<file path="src/rtl/sdr_hk_pkg.sv">
// Shared types and codes for the SDRAM housekeeping block.
package sdr_hk_pkg;
    // Software command codes
    localparam logic [2:0] MC_NOP  = 3'b001;
    localparam logic [2:0] MC_PALL = 3'b010;
    localparam logic [2:0] MC_AREF = 3'b011;
    localparam logic [2:0] MC_LMR  = 3'b100;

    // Address bit that selects "all banks" during precharge
    localparam int PALL_BIT = 10;

    typedef enum logic [1:0] {OP_NOP, OP_PALL, OP_AREF, OP_LMR} op_e;
    typedef enum logic [1:0] {ST_IDLE, ST_ISSUE, ST_WAIT} st_e;
endpackage

</file>
<file path="src/rtl/sdr_req_filter.sv">
// Decodes a software command code and applies the targeting rules.
// Assumes: purely combinational, evaluated every cycle.
module sdr_req_filter
    import sdr_hk_pkg::*;
(
    input  logic [2:0] mode,
    input  logic       tgt_a,
    input  logic       tgt_b,
    input  logic       dual,
    output logic       legal,
    output op_e        op
);
    // Map the code to an operation and reject illegal targeting
    always_comb begin
        legal = 1'b1;
        op    = OP_NOP;
        case (mode)
            MC_NOP:  op = OP_NOP;
            MC_PALL: op = OP_PALL;
            MC_AREF: op = OP_AREF;
            MC_LMR:  op = OP_LMR;
            default: legal = 1'b0;
        endcase
        if (!tgt_a && !tgt_b)
            legal = 1'b0;
        if (dual && (op == OP_PALL || op == OP_AREF) && !(tgt_a && tgt_b))
            legal = 1'b0;
    end
endmodule

</file>
<file path="src/rtl/sdr_refresh_timer.sv">
// Periodic refresh timer with a pending-request flag and a sticky error.
// Assumes: the count input is quasi-static; values below MIN_CNT are clamped.
module sdr_refresh_timer #(
    parameter int TMR_W   = 13,
    parameter int MIN_CNT = 41
) (
    input  logic             clk,
    input  logic             rst_n,
    input  logic [TMR_W-1:0] count,
    input  logic             ack,
    input  logic             err_clr,
    output logic             pend,
    output logic             err
);
    localparam logic [TMR_W-1:0] FLOOR = TMR_W'(MIN_CNT);

    logic [TMR_W-1:0] tmr;
    logic [TMR_W-1:0] limit;
    logic             expire;

    assign limit  = (count < FLOOR) ? FLOOR : count;
    assign expire = (tmr >= limit);

    // Free-running up counter, wraps at the effective limit
    always_ff @(posedge clk) begin
        if (!rst_n)      tmr <= '0;
        else if (expire) tmr <= '0;
        else             tmr <= tmr + 1'b1;
    end

    // Pending refresh: raised on expiry, dropped when the sequencer starts it
    always_ff @(posedge clk) begin
        if (!rst_n) pend <= 1'b0;
        else        pend <= expire | (pend & ~ack);
    end

    // Sticky error: expiry while the previous refresh is still waiting
    always_ff @(posedge clk) begin
        if (!rst_n)                        err <= 1'b0;
        else if (expire && pend && !ack)   err <= 1'b1;
        else if (err_clr)                  err <= 1'b0;
    end


    err_sticky_chk: assert property (@(posedge clk) disable iff (!rst_n)
        (err && !err_clr) |=> err);


    err_cause_chk: assert property (@(posedge clk) disable iff (!rst_n)
        $rose(err) |-> $past(pend));
endmodule

</file>
<file path="src/rtl/sdr_cmd_seq.sv">
// Command sequencer: issues one-cycle SDRAM commands and waits the matching
// recovery delay; timer refreshes run precharge-all then auto-refresh.
// Assumes: timing inputs are static while busy; pending timer refresh wins.
module sdr_cmd_seq
    import sdr_hk_pkg::*;
#(
    parameter int NDEV   = 2,
    parameter int ADDR_W = 13,
    parameter int REP_W  = 4,
    parameter int DLY_W  = 4
) (
    input  logic              clk,
    input  logic              rst_n,
    input  logic              pend,
    input  logic              sw_ok,
    input  op_e               sw_op,
    input  logic [NDEV-1:0]   sw_cs,
    input  logic [REP_W-1:0]  sw_reps,
    input  logic [ADDR_W-1:0] sw_mrv,
    input  logic [DLY_W-1:0]  t_rc,
    input  logic [DLY_W-1:0]  t_mrd,
    input  logic [DLY_W-1:0]  t_rp,
    output logic              ack,
    output logic              busy,
    output logic [NDEV-1:0]   cs_n,
    output logic              ras_n,
    output logic              cas_n,
    output logic              we_n,
    output logic [ADDR_W-1:0] addr
);
    st_e               state;
    op_e               cur_op;
    logic [NDEV-1:0]   cur_cs;
    logic [REP_W-1:0]  reps;
    logic [DLY_W-1:0]  cnt;
    logic [DLY_W-1:0]  dly;
    logic [ADDR_W-1:0] mrv;
    logic              chain;
    logic              issue;

    assign ack   = (state == ST_IDLE) && pend;
    assign busy  = (state != ST_IDLE);
    assign issue = (state == ST_ISSUE);

    // Recovery delay that follows the current operation
    always_comb begin
        case (cur_op)
            OP_PALL: dly = t_rp;
            OP_AREF: dly = t_rc;
            OP_LMR:  dly = t_mrd;
            default: dly = '0;
        endcase
    end

    // Sequencer state: start, issue, wait, repeat or chain
    always_ff @(posedge clk) begin
        if (!rst_n) begin
            state  <= ST_IDLE;
            cur_op <= OP_NOP;
            cur_cs <= '0;
            reps   <= '0;
            cnt    <= '0;
            mrv    <= '0;
            chain  <= 1'b0;
        end else begin
            case (state)
                ST_IDLE: begin
                    if (pend) begin
                        state  <= ST_ISSUE;
                        cur_op <= OP_PALL;
                        cur_cs <= '1;
                        reps   <= '0;
                        mrv    <= '0;
                        chain  <= 1'b1;
                    end else if (sw_ok) begin
                        state  <= ST_ISSUE;
                        cur_op <= sw_op;
                        cur_cs <= sw_cs;
                        reps   <= sw_reps;
                        mrv    <= sw_mrv;
                        chain  <= 1'b0;
                    end
                end
                ST_ISSUE: begin
                    state <= ST_WAIT;
                    cnt   <= dly;
                end
                default: begin
                    if (cnt != '0) begin
                        cnt <= cnt - 1'b1;
                    end else if (reps != '0) begin
                        reps  <= reps - 1'b1;
                        state <= ST_ISSUE;
                    end else if (chain) begin
                        chain  <= 1'b0;
                        cur_op <= OP_AREF;
                        state  <= ST_ISSUE;
                    end else begin
                        state <= ST_IDLE;
                    end
                end
            endcase
        end
    end

    // One chip select per device, low only in the issue cycle
    for (genvar g = 0; g < NDEV; g++) begin : g_cs
        assign cs_n[g] = ~(issue & cur_cs[g]);
    end

    // Strobe pattern and address for the issued command
    always_comb begin
        {ras_n, cas_n, we_n} = 3'b111;
        addr = '0;
        if (issue) begin
            case (cur_op)
                OP_PALL: begin {ras_n, cas_n, we_n} = 3'b010; addr[PALL_BIT] = 1'b1; end
                OP_AREF: {ras_n, cas_n, we_n} = 3'b001;
                OP_LMR:  begin {ras_n, cas_n, we_n} = 3'b000; addr = mrv; end
                default: {ras_n, cas_n, we_n} = 3'b111;
            endcase
        end
    end


    cmd_gap_chk: assert property (@(posedge clk) disable iff (!rst_n)
        (cs_n != '1) |=> (cs_n == '1));


    busy_tail_chk: assert property (@(posedge clk) disable iff (!rst_n)
        $fell(busy) |-> $past(cs_n) == '1);
endmodule

</file>
<file path="src/rtl/sdr_housekeeper.sv">
// Top: SDRAM mode-command issuer and auto-refresh timer for two devices.
// Assumes: req_valid is a one-cycle strobe; requests while busy are lost.
module sdr_housekeeper
    import sdr_hk_pkg::*;
#(
    parameter int ADDR_W  = 13,
    parameter int REP_W   = 4,
    parameter int TMR_W   = 13,
    parameter int DLY_W   = 4,
    parameter int MIN_CNT = 41
) (
    input  logic              clk,
    input  logic              rst_n,
    input  logic              req_valid,
    input  logic [2:0]        req_mode,
    input  logic              req_tgt_a,
    input  logic              req_tgt_b,
    input  logic [REP_W-1:0]  req_nrep,
    input  logic [ADDR_W-1:0] req_mrv,
    input  logic              dual_dev,
    input  logic [TMR_W-1:0]  rf_count,
    input  logic              rf_err_clr,
    input  logic              irq_en,
    input  logic [DLY_W-1:0]  t_rc,
    input  logic [DLY_W-1:0]  t_mrd,
    input  logic [DLY_W-1:0]  t_rp,
    output logic [1:0]        sd_cs_n,
    output logic              sd_ras_n,
    output logic              sd_cas_n,
    output logic              sd_we_n,
    output logic [ADDR_W-1:0] sd_addr,
    output logic              busy,
    output logic              rf_err,
    output logic              irq
);
    localparam int NDEV = 2;

    logic             legal;
    op_e              op;
    logic             pend;
    logic             ack;
    logic [REP_W-1:0] reps;

    assign reps = (op == OP_AREF) ? req_nrep : '0;
    assign irq  = rf_err & irq_en;

    sdr_req_filter u_filter (
        .mode  (req_mode),
        .tgt_a (req_tgt_a),
        .tgt_b (req_tgt_b),
        .dual  (dual_dev),
        .legal (legal),
        .op    (op)
    );

    sdr_refresh_timer #(.TMR_W(TMR_W), .MIN_CNT(MIN_CNT)) u_timer (
        .clk     (clk),
        .rst_n   (rst_n),
        .count   (rf_count),
        .ack     (ack),
        .err_clr (rf_err_clr),
        .pend    (pend),
        .err     (rf_err)
    );

    sdr_cmd_seq #(.NDEV(NDEV), .ADDR_W(ADDR_W), .REP_W(REP_W), .DLY_W(DLY_W)) u_seq (
        .clk     (clk),
        .rst_n   (rst_n),
        .pend    (pend),
        .sw_ok   (req_valid & legal),
        .sw_op   (op),
        .sw_cs   ({req_tgt_b, req_tgt_a}),
        .sw_reps (reps),
        .sw_mrv  (req_mrv),
        .t_rc    (t_rc),
        .t_mrd   (t_mrd),
        .t_rp    (t_rp),
        .ack     (ack),
        .busy    (busy),
        .cs_n    (sd_cs_n),
        .ras_n   (sd_ras_n),
        .cas_n   (sd_cas_n),
        .we_n    (sd_we_n),
        .addr    (sd_addr)
    );


    no_target_chk: assert property (@(posedge clk) disable iff (!rst_n)
        (!busy && !pend && req_valid && !req_tgt_a && !req_tgt_b) |=> !busy);


    timer_pall_chk: assert property (@(posedge clk) disable iff (!rst_n)
        (!busy && pend) |=> (sd_cs_n == 2'b00 && !sd_ras_n && sd_cas_n && !sd_we_n));
endmodule

</file>
<file path="config.mk">
export PLATFORM = sky130hd
export DESIGN_NAME = sdr_housekeeper
export DESIGN_NICKNAME = d
export VERILOG_FILES = /design/src/rtl/sdr_hk_pkg.sv /design/src/rtl/sdr_req_filter.sv /design/src/rtl/sdr_refresh_timer.sv /design/src/rtl/sdr_cmd_seq.sv /design/src/rtl/sdr_housekeeper.sv
export SDC_FILE = /design/constraint.sdc
export NUM_CORES = 1
export LEC_CHECK = 0
export BUFFER_PORTS_ARGS = -buffer_cell sky130_fd_sc_hd__buf_2
export CORE_MARGIN = 1
export CORE_UTILIZATION = 45
export DETAILED_ROUTE_END_ITERATION = 8
export PLACE_DENSITY_LB_ADDON = 0.08
export SLEW_MARGIN = 20
export SYNTH_ARGS = -nofsm -noshare
export SYNTH_HDL_FRONTEND = slang
export SYNTH_SLANG_ARGS = --single-unit
</file>
<file path="constraint.sdc">
create_clock -name clk -period 2.8 [get_ports clk]
set_input_delay 0 -clock clk [delete_from_list [all_inputs] [get_ports clk]]
set_output_delay 0 -clock clk [all_outputs]
set_load 0.005 [all_outputs]
</file>
# After elaboration in Yosys (flattened, before gate mapping)
# Cells that the tools add are included.
# op_classes
n_addsub,3
order_cmp,2
n_eq_ne,14
n_mux,47
bitwise,12
reduce_logical,32
# op_table
cell,n
$mux W13,4
$mux W2,12
$mux W4,6
$mux W1,16
$pmux W4 S2,2
$add A13 B1 Y13 const B,1
$ge A13 B13 Y1,1
$lt A13 B6 Y1 const B,1
$pmux W4 S3,1
$reduce_bool A2 Y1,6
$mux W10,1
$pmux W2 S2,2
$reduce_and A4 Y1,2
$reduce_bool A4 Y1,2
$sub A4 B1 Y4 const B,2
$logic_and A1 B1 Y1,7
$eq A2 B1 Y1 const B,3
$eq A2 B2 Y1 const B,3
$eq A3 B2 Y1 const B,2
$not A1 Y1,6
$pmux W2 S3,1
$reduce_and A2 Y1,3
$reduce_or A2 Y1,3
$and A1 B1 Y1,5
other kinds (13),18
# word_totals
register_bits,43
inputBits,53
out_inout_bits,21
elab_cells,120

# Depth between registers and ports, before layout
# Gate-level depths: netlist (run 1).
# logic_depth
word_depth,11
ltp_mapped,12
ltp_nobuf,11

# Cells and area by module
# A second synthesis (run 1) with hierarchy kept.
# unflattened
hier_cells,329
area_unflattened_um2,2885.3
# by_module_without_submodules
mod,n_inst,cells_per_inst,area_each_um2,seq_area_each_um2
sdr_cmd_seq,1,191,1575.3,560.5
sdr_refresh_timer,1,122,1206.2,300.3
sdr_req_filter,1,10,56.3,0.0
sdr_housekeeper,1,6,47.5,0.0

# Worst setup path before layout (run 1)
# Ideal clock, no wire load.
# synth_path
path_kind,input -> register
startpoint,input rf_count[6]
endpoint,register u_timer.tmr[10]
setup_time_ns,0.065
arrival_time_ns,1.863
t_required_ns,2.735
path_slack_ns,0.872
stages,12
path_buffers,1
path_cell_list,inv_1 -> nand4_1 -> nor4_1 -> nand2_1 -> nand2_1 -> ha_1 -> a21o_1 -> a31oi_1 -> o21ai_0 -> a211o_1 -> clkbuf_1 -> nor2_1
# synth_via
elab_chain_len,4
# synth_lines
item,line_no,source
"start, declared",sdr_housekeeper.sv:21,"input logic [TMR_W-1:0] rf_count,"
$lt A13 B6 Y1,sdr_refresh_timer.sv:21,assign limit = (count < FLOOR) ? FLOOR : count;
$mux W13 *,sdr_refresh_timer.sv:21,
$ge A13 B13 Y1 *,sdr_refresh_timer.sv:22,assign expire = (tmr >= limit);
$reduce_or A2 Y1 (no line) *,-,
"end signal, assigned",sdr_refresh_timer.sv:28,else tmr <= tmr + 1'b1;
"end, declared",sdr_refresh_timer.sv:17,logic [TMR_W-1:0] tmr;
# Every way passes the cells marked *; elsewhere a longest branch is shown, timed or not.
# A chain may end at the register's enable or synchronous reset.

# Worst setup path in the final report (run 1)
# layout_path
startpoint,input rf_count[6]
endpoint,register u_timer.tmr[3]
# Same word-level chain as after synthesis.

==> results of run 1 <==
## flip-flops by register name, summed over array words and instances (netlist names), 2 cells and up
signal / count
u_seq.mrv: 13
u_timer.tmr: 13
u_seq.cnt: 4
u_seq.cur_cs: 2
u_seq.reps: 4
u_seq.cur_op: 2
u_seq.state: 2
## synth_stat cells (8+ instances only)
cell / instances
a21oi_1: 10
a22o_1: 14
and2_1: 14
dfxtp_1: 43
ha_1: 18
inv_1: 15
nand2_1: 22
nand3_1: 8
nor2_1: 27
o21ai_0: 11
xor2_1: 10
## power by group
group / switching, mW / total, mW / internal [mW]
registers: 0.0415 / 0.695 / 0.653
logic: 0.168 / 0.332 / 0.164
clock network: 0.209 / 0.384 / 0.174
## worst max path at each step
stage	to	slack (ns)	depth (start not counted)
6_report	u_timer.tmr[3]$_SDFF_PP0_	0.79	12
3_3_place_gp	u_timer.tmr[11]$_SDFF_PP0_	0.55	12
5_1_grt	u_timer.tmr[0]$_SDFF_PP0_	0.38	12
2_1_floorplan	u_timer.tmr[10]$_SDFF_PP0_	0.87	12
3_5_place_dp	u_timer.tmr[7]$_SDFF_PP0_	0.44	12
4_1_cts	u_timer.tmr[3]$_SDFF_PP0_	0.75	12
## routing by layer
| layer | part of all wire [%] | vias up |
|---|---|---|
| li1 | - | 1182 |
| met1 | 51 | 1017 |
| met2 | 44 | 54 |
| met3 | 4.0 | 5 |
| met4 | 0.79 | 0 |
| met5 | 0 | - |
## per-stage QoR
step | setup WS [ns] | cells | hold WS [ns] | total power, mW
3_3_place_gp | 0.548 | 416 | 0.224 | 1.02
4_1_cts | 0.746 | 439 | 0.000646 | 1.42
3_5_place_dp | 0.437 | 416 | 0.222 | 1.02
5_1_grt | 0.381 | 439 | 0.00116 | 1.50
2_1_floorplan | 0.872 | 280 | 0.116 | 0.928
6_report | 0.787 | 439 | 0.00949 | 1.41
## layout make-up
class                           instances  share of cell area (%)
Clock buffer                            6                    2.31
Clock inverter                          2                   0.398
Inverter                               17                    2.03
Multi-Input combinational cell        212                    48.4
Sequential cell                        43                    27.4
Tap cell                               70                    2.79
Timing Repair Buffer                   89                    16.7
## cell families (layout without fill, tap and decap cells)
kind of cell    Yosys count  count (layout)
fa+ha+maj                19              19
flops                    43              43
compound gates           64              64
mux                       5               5
xor+xnor                 16              16
buf+inv                  25             114
simple gates            108             108
## critical path, delay by kind of cell
| family | cells | cell delay, ns |
|---|---|---|
| AO/OA/AOI/OAI | 4 | 0.85 |
| adder cells (fa/ha/maj) | 1 | 0.24 |
| AND/OR/NAND/NOR | 5 | 0.99 |
| buffers and inverters | 2 | 0.17 |
==> impl_metrics.csv, run 1 <==
group,metric,value,unit
cells_and_area,diodes,0,
critical_path,crit_type,"input port to register",
detailed_routing,routedWlPerCell,12.6,microns
synth,synth.distinct_cells,53,
synth,synth_compound_area_share,20.3,%
pwr,p_leak,1.42,nW
critical_path,critPathArrivalTime,2.24,ns
min_path,holdPathStages,2,
synth,synth_simple_gate_area_share,23.4,%
detailed_routing,drt_pass1_iterations,4,
clocking,cts_buffers,5,
clocking,cts_setup_buffers,0,
critical_path,crit_path_max_fanout,12,
detailed_routing,drcViolationCount,0,
sta,period_minus_slack,2.01,ns
floorplanning,ios,74,
synth,synth_adder_area_share,9.50,%
synth,yosys.area_share.xor_xnor,5.63,%
cells_and_area,syn2layout_area_growth,26.1,%
sta,slew_violations,0,
sta,rsz0062_at_grt,"no",
sta,fin_tns_setup,0,ns
synth,ys_seq_elements,43,
synth,synth_top_family_by_area,"simple AND/OR/NAND/NOR gates",
clocking,clkLatencyLatePin,0.29,ns
synth,syn-instance-count,280,
floorplanning,initial_core_util,47.8,%
synth,yosys-top-cells-area,"dfxtp_1, ha_1, a22o_1",
synth,synth_flop_cell,"dfxtp_1",
grt,busiest_layer,"met2",
sta,fin_skew,0.00629,ns
critical_path,slowest_stage,"a211o_1",
critical_path,critPathLaunchType,"input port",
detailed_routing,drt_wl_total,5540,microns
critical_path,reg2reg_slack,0.97,ns
grt,track_usage,20.2,%
synth,synthMuxAreaShare,2.26,%
grt,antenna_found_initial,0,
cells_and_area,seqCellArea,861,sq um
synth,seq_area_frac_synth,34.6,%
floorplanning,die-area,5830,sq um
sta,clock.fmax,0.497,GHz
cells_and_area,final_area,3140,sq um
sta,slew_headroom,62.4,%
critical_path,crit_chain,"buf_2 -> inv_1 -> nand4_1 -> nor4_1 -> nand2_1 -> nand2_1 -> ha_1 -> a21o_1 -> a31oi_1 -> o21ai_0 -> a211o_1 -> nor2_1",
min_path,hold_start,"req_tgt_a",
synth,yosys.area.top_type,"dfxtp_1",
cells_and_area,final_cell_mix,"buf_2, dfxtp_1, nor2_1",
clocking,cts_tree,"done",
sta,tightest_slew,0.562,ns
clocking,cts_resized,0,
synth,synth_edf_count,0,
synth,ys_async_sr_fraction,0,%
grt,grtUsageMet1,27.5,%
cells_and_area,fin_nets,439,
grt,overflow,0,
grt,grt_max_degree,16,
min_path,hold_end,"u_seq.cur_cs[0]$_SDFFE_PN0P_",
clocking,cts.sinks,43,
cells_and_area,drive_gt1_share,27.6,%
clocking,clk_path_buf_depth,2,
critical_path,ff2ff_path_depth,6,
critical_path,max_stage_delay,0.43,ns
run,drv_cap,0,
floorplanning,die_y,76.4,microns
critical_path,critPathCaptureType,"register",
critical_path,reg2reg_from,"u_timer.tmr[7]$_SDFF_PP0_",
clocking,h-tree-depth,2,
cells_and_area,layout_commonest_cell,"buf_2",
clocking,ctsHoldBuffers,15,
placement,place_congestion,0.754,
critical_path,cp.required,3.02,ns
critical_path,r2r-end,"u_timer.tmr[3]$_SDFF_PP0_",
placement,placed_area,2910,sq um
critical_path,crit_start,"rf_count[6]",
detailed_routing,ant_nets,0,
synth,synthesis.area,2490,sq um
floorplanning,coreArea,5200,sq um
placement,dp_hpwl,4090,microns
min_path,hp-class,"input port to register",
grt,use_met3,3.47,%
cells_and_area,multiInputGateArea,1520,sq um
synth,syn_nets,351,
synth,avgSynthCellArea,8.89,sq um
critical_path,crit_top_cell,"nand2_1",
clocking,root_buffer,"clkbuf_8",
synth,ys_warn_count,0,
cells_and_area,num-fill-cells,477,
grt,grt_use_met2,33.1,%
placement,io_buffers,73,
clocking,path_clk_slew,0.08,ns
grt,grt_pass1_vias,2154,
floorplanning,die_x,76.4,microns
detailed_routing,vias,2258,
grt,grt_pass1_wl,9610,microns
detailed_routing,avgViaCountPerCell,5.14,
sta,final-hold-violation-count,0,
pwr,peakVddDrop,412,uV
pwr,p_per_area,449,nW/um^2
detailed_routing,drt_iter0_markers,116,
outcome,outcome,"complete, no violations",
sta,setup-violations-final,0,
cells_and_area,utilization,60.3,%
sta,period_share,71.9,%
floorplanning,num_rows,26,
synth,synth_top_area_share,34.6,%
No activity file was read; power rests on OpenSTA's default activity.
==> run 2, diff against run 1 <==
==> constraint.sdc (replaced) <==
create_clock -name clk -period 1.7 [get_ports clk]
set_input_delay 0 -clock clk [delete_from_list [all_inputs] [get_ports clk]]
set_output_delay 0 -clock clk [all_outputs]
set_load 0.005 [all_outputs]
==> impl_metrics.csv, run 2 (same netlist as run 1, synthesis figures left out) <==
group,metric,value,unit
sta,slew_violations,0,
min_path,hold_end,"u_seq.cnt[2]$_SDFFE_PN0P_",
floorplanning,coreArea,5200,sq um
clocking,root_buffer,"clkbuf_8",
outcome,violations,"setup timing",
grt,busiest_layer,"met2",
grt,overflow,0,
critical_path,crit_type,"input port to register",
floorplanning,die-area,5830,sq um
detailed_routing,drcViolationCount,0,
placement,io_buffers,73,
detailed_routing,drt_iter0_markers,124,
sta,fin_ws,-0.0132,ns
floorplanning,initial_core_util,47.8,%
sta,tightest_slew,0.372,ns
sta,slew_headroom,75.0,%
floorplanning,die_x,76.4,microns
critical_path,reg2reg_from,"u_timer.tmr[7]$_SDFF_PP0_",
placement,place_congestion,0.784,
clocking,h-tree-depth,2,
grt,grt_pass1_wl,11200,microns
critical_path,slowest_stage,"a211o_4",
detailed_routing,drt_wl_total,6600,microns
cells_and_area,num-fill-cells,417,
critical_path,r2r-end,"u_timer.tmr[9]$_SDFF_PP0_",
critical_path,critPathCaptureType,"register",
critical_path,crit_path_max_fanout,6,
clocking,cts_tree,"done",
outcome,outcome,"finished with violations",
detailed_routing,ant_nets,0,
min_path,holdPathStages,3,
detailed_routing,avgViaCountPerCell,5.22,
placement,place_ws,-0.431,ns
pwr,peakVddDrop,495,uV
clocking,clk_path_buf_depth,2,
floorplanning,num_rows,26,
detailed_routing,vias,2523,
critical_path,critPathArrivalTime,1.95,ns
clocking,cts_buffers,5,
grt,use_met3,4.19,%
cells_and_area,syn2layout_area_growth,49.3,%
sta,final-hold-violation-count,0,
sta,fin_skew,0.00491,ns
pwr,p_leak,1.68,nW
cells_and_area,final_cell_mix,"buf_2, buf_4, dfxtp_1",
sta,hold_slack,0.0409,ns
detailed_routing,drt_pass1_iterations,5,
clocking,cts.sinks,43,
critical_path,cp.required,1.94,ns
floorplanning,ios,74,
critical_path,crit_chain,"buf_6 -> inv_4 -> nand4_1 -> nor4_2 -> buf_4 -> nand2_4 -> nand2b_1 -> ha_1 -> nand2b_4 -> a31oi_4 -> o21ai_4 -> a211o_4 -> nor2_2",
grt,grtUsageMet1,30.0,%
critical_path,ff2ff_path_depth,6,
cells_and_area,diodes,0,
placement,dp_hpwl,4720,microns
pwr,p_per_area,733,nW/um^2
grt,antenna_found_initial,0,
sta,setup-violations-final,4,
run,drv_cap,0,
clocking,clkLatencyLatePin,0.30,ns
cells_and_area,drive_gt1_share,43.1,%
grt,grt_use_met2,40.0,%
cells_and_area,fin_nets,483,
critical_path,max_stage_delay,0.40,ns
min_path,hold_start,"t_rc[2]",
grt,track_usage,23.4,%
cells_and_area,utilization,71.4,%
grt,grt_max_degree,16,
detailed_routing,routedWlPerCell,13.7,microns
clocking,path_clk_slew,0.09,ns
sta,period_share,101,%
critical_path,reg2reg_slack,-0.01,ns
sta,rsz0062_at_grt,"yes",
floorplanning,die_y,76.4,microns
sta,period_minus_slack,1.71,ns
min_path,hp-class,"input port to register",
cells_and_area,layout_commonest_cell,"buf_2",
critical_path,critPathLaunchType,"input port",
grt,grt_pass1_vias,2539,
sta,clock.fmax,0.584,GHz
cells_and_area,biggestRegsByFlops,"u_seq.mrv (13), u_timer.tmr (13)",
==> run 2: cell count changes in the layout (fill, tap and decap cells not counted), moves of 3 or more <==
cell	change
buf_4	+41
nor2_1	-10
nor2_2	+9
inv_1	-6
o21ai_0	-5
buf_2	-4
buf_6	+4
inv_2	+3
inv_4	+3
==> run 2: area by class of cell <==
type,count,area [sq um],area share (%)
multi-input combinational,213,1690,45.6
timing repair buffer,132,886,23.8
sequential,43,862,23.2
tap,70,87.6,2.36
inverter,17,71.3,1.92
clock buffer,5,68.8,1.85
clock inverter,3,47.5,1.28
==> run 2: what timing repair did <==
action                                  4_1_cts  5_1_grt
endpoints found under the hold margin        16        0
gates resized for setup                      19       29
gates cloned                                  1        0
setup buffers                                 4        1
hold buffers                                 16        0
pin swaps                                    20       19
endpoints found under the setup margin       12       48
==> run 2: critical path, delay by kind of cell <==
family / cells / cell delay (ns)
compound gates: 3 / 0.68
simple gates: 6 / 0.73
buf+inv: 3 / 0.32
fa+ha+maj: 1 / 0.23
==> run 2: power breakdown <==
group,switching [mW],internal (mW)
registers,0.0650,1.08
clock network,0.378,0.446
logic,0.355,0.405
==> run 2: metal layers <==
layer | up-vias | routed length [microns]
li1 | 1276 | -
met1 | 1162 | 3050
met2 | 76 | 3160
met3 | 9 | 302
met4 | 0 | 90
met5 | - | 0
==> run 2: how the worst max path moves through the flow <==
stage	start	endpoint	slack [ns]
detailed placement	rf_count[6]	u_timer.tmr[9]$_SDFF_PP0_	-0.43
global route	rf_count[6]	u_timer.tmr[7]$_SDFF_PP0_	-0.18
finish	rf_count[6]	u_timer.tmr[9]$_SDFF_PP0_	-0.01
CTS	rf_count[10]	u_timer.tmr[3]$_SDFF_PP0_	-0.03
global placement	rf_count[6]	u_timer.tmr[4]$_SDFF_PP0_	-0.35
floorplan	rf_count[2]	u_timer.tmr[10]$_SDFF_PP0_	-0.09
==> run 2: through the flow <==
stage          TNS, ns  cells  total power [mW]  instance area (sq um)
2_1_floorplan   -0.860    280              1.53                   2510
3_3_place_gp    -10.13    453              1.78                   3210
3_5_place_dp    -11.59    453              1.79                   3210
4_1_cts         -0.137    482              2.66                   3600
5_1_grt          -2.01    483              2.88                   3720
6_report       -0.0428    483              2.73                   3720
